===== config.mk =====
export PLATFORM = sky130hd
export DESIGN_NAME = gpio_irq_ctrl
export DESIGN_NICKNAME = d
export VERILOG_FILES = /design/src/rtl/gpio_pkg.sv /design/src/rtl/gpio_rst_sync.sv /design/src/rtl/gpio_in_sync.sv /design/src/rtl/gpio_regfile.sv /design/src/rtl/gpio_irq_map.sv /design/src/rtl/gpio_irq_ctrl.sv
export SDC_FILE = /design/constraint.sdc
export NUM_CORES = 1
export LEC_CHECK = 0
export ABC_AREA = 1
export CAP_MARGIN = 20
export CORE_MARGIN = 8
export CORE_UTILIZATION = 60
export DETAILED_ROUTE_END_ITERATION = 6
export DONT_BUFFER_PORTS = 1
export PLACE_DENSITY = 0.76
export SLEW_MARGIN = 10
export SYNTH_ARGS = -nofsm -noshare
export SYNTH_HDL_FRONTEND = slang
export SYNTH_SLANG_ARGS = --single-unit

===== constraint.sdc =====
create_clock -name clk -period 10.3 [get_ports clk]
set_clock_uncertainty 0.15 [all_clocks]
set_input_delay 2.06 -clock clk [delete_from_list [all_inputs] [get_ports clk]]
set_output_delay 2.06 -clock clk [all_outputs]
set_load 0.01 [all_outputs]

===== src/rtl/gpio_pkg.sv =====
package gpio_pkg;
  localparam int ADDR_W = 12;
  localparam int DATA_W = 32;

  localparam logic [ADDR_W-1:0] OFS_LEVEL  = 12'h290;
  localparam logic [ADDR_W-1:0] OFS_SELECT = 12'h294;
  localparam logic [ADDR_W-1:0] OFS_DRVEN  = 12'h29C;
  localparam logic [ADDR_W-1:0] OFS_DOUT   = 12'h2A0;
  localparam logic [ADDR_W-1:0] OFS_DIN    = 12'h2A4;

  typedef enum logic [2:0] {
    RSEL_NONE,
    RSEL_LEVEL,
    RSEL_SELECT,
    RSEL_DRVEN,
    RSEL_DOUT,
    RSEL_DIN
  } reg_sel_e;

  function automatic reg_sel_e decode_ofs(input logic [ADDR_W-1:0] a);
    case (a)
      OFS_LEVEL:  return RSEL_LEVEL;
      OFS_SELECT: return RSEL_SELECT;
      OFS_DRVEN:  return RSEL_DRVEN;
      OFS_DOUT:   return RSEL_DOUT;
      OFS_DIN:    return RSEL_DIN;
      default:    return RSEL_NONE;
    endcase
  endfunction
endpackage


===== src/rtl/gpio_rst_sync.sv =====
module gpio_rst_sync (
  input  logic clk,
  input  logic rst_n_async,
  output logic rst_n_sync
);
  logic [1:0] stage_q;

  always_ff @(posedge clk or negedge rst_n_async) begin
    if (!rst_n_async) begin
      stage_q <= 2'b00;
    end else begin
      stage_q <= {stage_q[0], 1'b1};
    end
  end

  assign rst_n_sync = stage_q[1];
endmodule


===== src/rtl/gpio_in_sync.sv =====
module gpio_in_sync #(
  parameter int WIDTH = 22
) (
  input  logic             clk,
  input  logic             rst_n,
  input  logic [WIDTH-1:0] d,
  output logic [WIDTH-1:0] q
);
  logic [WIDTH-1:0] meta_q;
  logic [WIDTH-1:0] stab_q;

  always_ff @(posedge clk or negedge rst_n) begin
    if (!rst_n) begin
      meta_q <= '0;
      stab_q <= '0;
    end else begin
      meta_q <= d;
      stab_q <= meta_q;
    end
  end

  assign q = stab_q;
endmodule


===== src/rtl/gpio_regfile.sv =====
module gpio_regfile
  import gpio_pkg::*;
#(
  parameter int NUM_PINS = 22,
  parameter int NUM_IRQ  = 6,
  parameter int IRQ_BASE = 8
) (
  input  logic                clk,
  input  logic                rst_n,
  input  logic                wr_en,
  input  logic                rd_en,
  input  logic [ADDR_W-1:0]   addr,
  input  logic [DATA_W-1:0]   wdata,
  output logic [DATA_W-1:0]   rdata,
  input  logic [NUM_PINS-1:0] pin_sync,
  output logic [NUM_PINS-1:0] drv_en,
  output logic [NUM_PINS-1:0] drv_val,
  output logic [NUM_IRQ-1:0]  lvl_hi,
  output logic [NUM_IRQ-1:0]  irq_sel
);
  localparam int SEL_TOP = 2 * (IRQ_BASE + NUM_IRQ - 1);

  reg_sel_e            rsel;
  logic [NUM_PINS-1:0] en_q,  en_d;
  logic [NUM_PINS-1:0] val_q, val_d;
  logic [NUM_IRQ-1:0]  lvl_q, lvl_d;
  logic [NUM_IRQ-1:0]  sel_q, sel_d;
  logic [DATA_W-1:0]   rd_q,  rd_d;
  logic                unused_wdata;

  assign rsel         = decode_ofs(addr);
  assign unused_wdata = ^wdata;

  // next-state for the writable registers
  always_comb begin
    en_d  = en_q;
    val_d = val_q;
    lvl_d = lvl_q;
    sel_d = sel_q;
    case (rsel)
      RSEL_DRVEN: en_d  = wdata[NUM_PINS-1:0];
      RSEL_DOUT:  val_d = wdata[NUM_PINS-1:0];
      RSEL_LEVEL: lvl_d = wdata[NUM_IRQ-1:0];
      RSEL_SELECT: begin
        for (int n = 0; n < NUM_IRQ; n++) begin
          sel_d[n] = wdata[2*(IRQ_BASE+n)];
        end
      end
      default: ;
    endcase
  end

  // read data mux, zero for unmapped offsets
  always_comb begin
    rd_d = '0;
    case (rsel)
      RSEL_DRVEN: rd_d[NUM_PINS-1:0] = en_q;
      RSEL_DOUT:  rd_d[NUM_PINS-1:0] = val_q;
      RSEL_DIN:   rd_d[NUM_PINS-1:0] = pin_sync;
      RSEL_LEVEL: rd_d[NUM_IRQ-1:0]  = lvl_q;
      RSEL_SELECT: begin
        for (int n = 0; n < NUM_IRQ; n++) begin
          rd_d[2*(IRQ_BASE+n)] = sel_q[n];
        end
      end
      default: ;
    endcase
  end

  always_ff @(posedge clk or negedge rst_n) begin
    if (!rst_n) begin
      en_q  <= '0;
      val_q <= '0;
      lvl_q <= '0;
      sel_q <= '0;
      rd_q  <= '0;
    end else begin
      if (wr_en) begin
        en_q  <= en_d;
        val_q <= val_d;
        lvl_q <= lvl_d;
        sel_q <= sel_d;
      end
      if (rd_en) begin
        rd_q <= rd_d;
      end
    end
  end

  generate
    if (SEL_TOP >= DATA_W) begin : g_bad_window
      initial $display("gpio_regfile: interrupt window exceeds select register");
    end
  endgenerate

  assign rdata   = rd_q;
  assign drv_en  = en_q;
  assign drv_val = val_q;
  assign lvl_hi  = lvl_q;
  assign irq_sel = sel_q;
endmodule


===== src/rtl/gpio_irq_map.sv =====
module gpio_irq_map #(
  parameter int NUM_IRQ = 6
) (
  input  logic               clk,
  input  logic               rst_n,
  input  logic [NUM_IRQ-1:0] sel,
  input  logic [NUM_IRQ-1:0] lvl_hi,
  input  logic [NUM_IRQ-1:0] pin,
  output logic [NUM_IRQ-1:0] irq
);
  logic [NUM_IRQ-1:0] irq_d;
  logic [NUM_IRQ-1:0] irq_q;

  generate
    for (genvar n = 0; n < NUM_IRQ; n++) begin : g_line
      // active when pin matches programmed level; output always active high
      assign irq_d[n] = sel[n] & ~(pin[n] ^ lvl_hi[n]);
    end
  endgenerate

  always_ff @(posedge clk or negedge rst_n) begin
    if (!rst_n) begin
      irq_q <= '0;
    end else begin
      irq_q <= irq_d;
    end
  end

  assign irq = irq_q;
endmodule


===== src/rtl/gpio_irq_ctrl.sv =====
module gpio_irq_ctrl
  import gpio_pkg::*;
#(
  parameter int NUM_PINS = 22,
  parameter int NUM_IRQ  = 6,
  parameter int IRQ_BASE = 8
) (
  input  logic                clk,
  input  logic                rst_n,
  input  logic                wr_en,
  input  logic                rd_en,
  input  logic [ADDR_W-1:0]   addr,
  input  logic [DATA_W-1:0]   wdata,
  output logic [DATA_W-1:0]   rdata,
  input  logic [NUM_PINS-1:0] pad_in,
  output logic [NUM_PINS-1:0] pad_do,
  output logic [NUM_PINS-1:0] pad_oe,
  output logic [NUM_IRQ-1:0]  irq_out
);
  logic                rst_sn;
  logic [NUM_PINS-1:0] pin_sync;
  logic [NUM_IRQ-1:0]  lvl_hi;
  logic [NUM_IRQ-1:0]  irq_sel;
  logic [NUM_IRQ-1:0]  pin_irq;

  gpio_rst_sync u_rst (
    .clk         (clk),
    .rst_n_async (rst_n),
    .rst_n_sync  (rst_sn)
  );

  gpio_in_sync #(.WIDTH(NUM_PINS)) u_sync (
    .clk   (clk),
    .rst_n (rst_sn),
    .d     (pad_in),
    .q     (pin_sync)
  );

  gpio_regfile #(
    .NUM_PINS (NUM_PINS),
    .NUM_IRQ  (NUM_IRQ),
    .IRQ_BASE (IRQ_BASE)
  ) u_regs (
    .clk      (clk),
    .rst_n    (rst_sn),
    .wr_en    (wr_en),
    .rd_en    (rd_en),
    .addr     (addr),
    .wdata    (wdata),
    .rdata    (rdata),
    .pin_sync (pin_sync),
    .drv_en   (pad_oe),
    .drv_val  (pad_do),
    .lvl_hi   (lvl_hi),
    .irq_sel  (irq_sel)
  );

  assign pin_irq = pin_sync[IRQ_BASE +: NUM_IRQ];

  gpio_irq_map #(.NUM_IRQ(NUM_IRQ)) u_irq (
    .clk    (clk),
    .rst_n  (rst_sn),
    .sel    (irq_sel),
    .lvl_hi (lvl_hi),
    .pin    (pin_irq),
    .irq    (irq_out)
  );
endmodule


==> metrics.md <==
| Metric | Value |
|---|---|
| Setup CP Type | `in2reg` |
| Net switching power | `232.9 uW` |
| Post-route antenna net violation count | `0` |
| Worst-path clk slew | `0.06 ns` |
| Vias after detailed routing | `3779` |
| Clock power frac | `53.3%` |
| Final Max Tran Viols | `0` |
| Cell Area, Synth | `0.005221 sq mm` |
| Final setup violation count | `0` |
| Post-Synthesis Cells | `541` |
| Min Tclk post-route | `4.462 ns` |
| Final nets | `602` |
| Clock Tree Buf Depth | `2` |
| WP data required | `10.55 ns` |
| Unrepaired setup endpoints after global routing | `no` |
| Fin Setup TNS | `0 ns` |
| Critical Path Fanout Max | `44` |
| Share of post-route cells with drive strength above 1 | `8.440%` |
| Number of synthesized register bits | `133` |
| Grt ovf | `0` |
| PD cells | `206.2 mW/mm^2` |
| CTS H-Tree Depth | `4` |
| Hold buffer count at CTS | `0` |
| Sw Share | `19.39%` |
| Dpl hpwl | `8.647 mm` |
| Yosys cell types | `23` |
| CTS root buf | `clkbuf_8` |
| F_max | `224.1 MHz` |
| HP Class | `reg2reg` |
| Placeable Area | `0.008593 sq mm` |
| Initial antenna violation count | `3` |
| Share of the synthesized area in the top cell type | `63.74%` |
| Yosys warnings | `0` |
| Least-Margin Pin Slew | `1.142 ns` |
| Layout fillers | `658` |
| 1st-iter DRT viols | `266` |
| Int Pwr | `968.3 uW` |
| Vias in the first global route | `3733` |
| Leakage power | `0.002946 uW` |
| I/O pin count | `152` |
| Final hold vios | `0` |
| Post-CTS sizing | `0` |
| Layout Cells excl Fill | `653` |
| Layout area overhead | `11.55%` |
| Dpl cells | `620` |
| Chip width | `109.3 um` |
| Combinational Power Share | `1.6%` |
| Routed len/inst | `19.59 um` |
| Number of buffers added on ports | `0` |
| Final wirelength | `12.79 mm` |
| CTS tree | `yes` |
| Max-cap viol count | `0` |
| Drt pass-1 iters | `5` |
| CP endpoint kind | `register` |
| Clk sink count | `133` |
| Antenna cells | `0` |
| Synth top area cells | `dfrtp_1 64%, nand2_1 11%, nand3_1 9.0%` |
| Via density | `5.787` |
| DRC | `0` |
| GP Congestion | `0.8106` |
| Startpoint types | `input port` |
| Die height | `109.3 um` |
| Syn avg cell area | `9.651 sq um` |
| Initial core utilization | `60.76%` |
| Outcome | `completed` |
| Row cnt | `34` |
| Crit share post-route | `43.32%` |
| Area leader, netlist | `dfrtp_1` |
| First-pass GRT wire length | `20.03 mm` |
| Cts bufs inserted | `17` |
| Sequential power share | `45.2%` |
| Worst skew pair latency | `0.51 ns` |
| Critical Path AT | `4.71 ns` |
| Sequential element share of the synthesized area | `63.74%` |
| Gr usage total | `22.20%` |
| Post-CTS Setup Inserts | `0` |
| Largest net degree at the start of global routing | `79` |
| Worst slew margin | `23.77%` |
| Die Area | `0.01194 sq mm` |
| Worst VDD drop | `0.0001358 V` |
==> cells by family after synthesis <==
logic type	count (synthesis)	synth area share (%)
other	2	0.1438
flip-flops	133	63.74
buffers and inverters	72	6.973
AND/OR/NAND/NOR	260	22.05
AO/OA/AOI/OAI	74	7.093
==> per-layer routing <==
layer | track usage, % | wire length (um) | up-vias
met2 | 33.97 | 6165 | 182
met5 | 0 | 27 | -
met3 | 9.456 | 1568 | 18
li1 | - | - | 1730
met4 | 7.232 | 145 | 6
met1 | 28.02 | 4886 | 1843
==> power by group through the flow <==
stage | Clock, uW | Combinational [uW] | Sequential (uW)
2_1_floorplan | 0 | 16.7 | 552
3_5_place_dp | 0 | 19.2 | 552
4_1_cts | 647 | 19.2 | 543
5_1_grt | 671 | 22.0 | 544
6_report | 640 | 18.9 | 543
3_3_place_gp | 0 | 18.5 | 552
==> state kept, by name, summed over array words and instances (netlist names) <==
name            count
u_regs.lvl_hi       6
u_rst.stage_q       2
u_regs.irq_sel      6
u_regs.drv_val     22
u_regs.rdata       25
u_sync.q           22
u_sync.meta_q      22
u_regs.drv_en      22
u_irq.irq           6
==> cell type report <==
type	count	area (sq um)	area share [%]
Clock buffer	25	504.2	8.657
Inverter	35	131.4	2.256
Tap cell	108	135.1	2.320
Multi-Input combinational cell	342	1551	26.64
Clock inverter	7	140.1	2.406
Timing Repair Buffer	3	30.03	0.5156
Sequential cell	133	3332	57.21
==> per-stage QoR <==
| step | hold WS, ns | total power, uW | utilization, % | area, sq um | setup slack (ns) |
|---|---|---|---|---|---|
| finish | 0.1960 | 1201 | 67.78 | 5824 | 5.838 |
| CTS | 0.1970 | 1209 | 67.60 | 5809 | 5.937 |
| detailed placement | 0.1847 | 571.3 | 60.10 | 5165 | 5.426 |
| global route | 0.2029 | 1237 | 67.78 | 5824 | 5.653 |
| floorplan | 0.1812 | 569.2 | - | 5244 | 6.170 |
| global placement | 0.1844 | 570.4 | 60.10 | 5165 | 5.514 |
==> worst max-delay path: stages <==
cell and delay, ns:
inv_1 0.02, nor2_2 0.11, nand2_1 0.12, nor2_2 0.87, nand3_2 1.03, o21ai_1 0.44
==> final timing paths <==
| kind | from | end | slack, ns | cells after the start |
|---|---|---|---|---|
| max | addr[7] | u_regs.drv_en[13] | 5.84 | 6 |
| min | u_sync.meta_q[20] | u_sync.q[20] | 0.20 | 0 |
| max reg2reg | u_rst.stage_q[1] | u_regs.drv_val[20] | 8.42 | 1 |
| min reg2reg | u_sync.meta_q[20] | u_sync.q[20] | 0.20 | 0 |
| max in group asynchronous | u_rst.stage_q[1] | u_regs.drv_val[20] | 8.42 | 1 |
| min in group asynchronous | u_rst.stage_q[1] | u_sync.q[14] | 0.27 | 0 |
==> placed cells by master, fill, tap and decap left out, drive strengths merged, types with 2 or more instances in the layout <==
cell,n
buf,3
a21oi,6
conb,8
nand3,96
o21ai,68
dfrtp,133
bufinv,4
clkinvlp,2
nand2,148
inv,35
nor2,12
clkbuf,25
==> cell usage after synthesis <==
library cell / number
nand2_1: 147
dfrtp_1: 133
nand3_1: 94
o21ai_1: 56
inv_1: 34
buf_2: 18
o21ai_0: 12
buf_4: 9
a21oi_1: 6
nor2_2: 6
buf_6: 5
nor2_1: 5
clkbuf_1: 4
conb_1: 2
nand3_2: 2
and2_1: 1
buf_1: 1
inv_2: 1
nand2_2: 1
nand4_1: 1
nor2_8: 1
nor3_1: 1
or2_4: 1
Note: power is estimated with default switching activity, not from simulation.
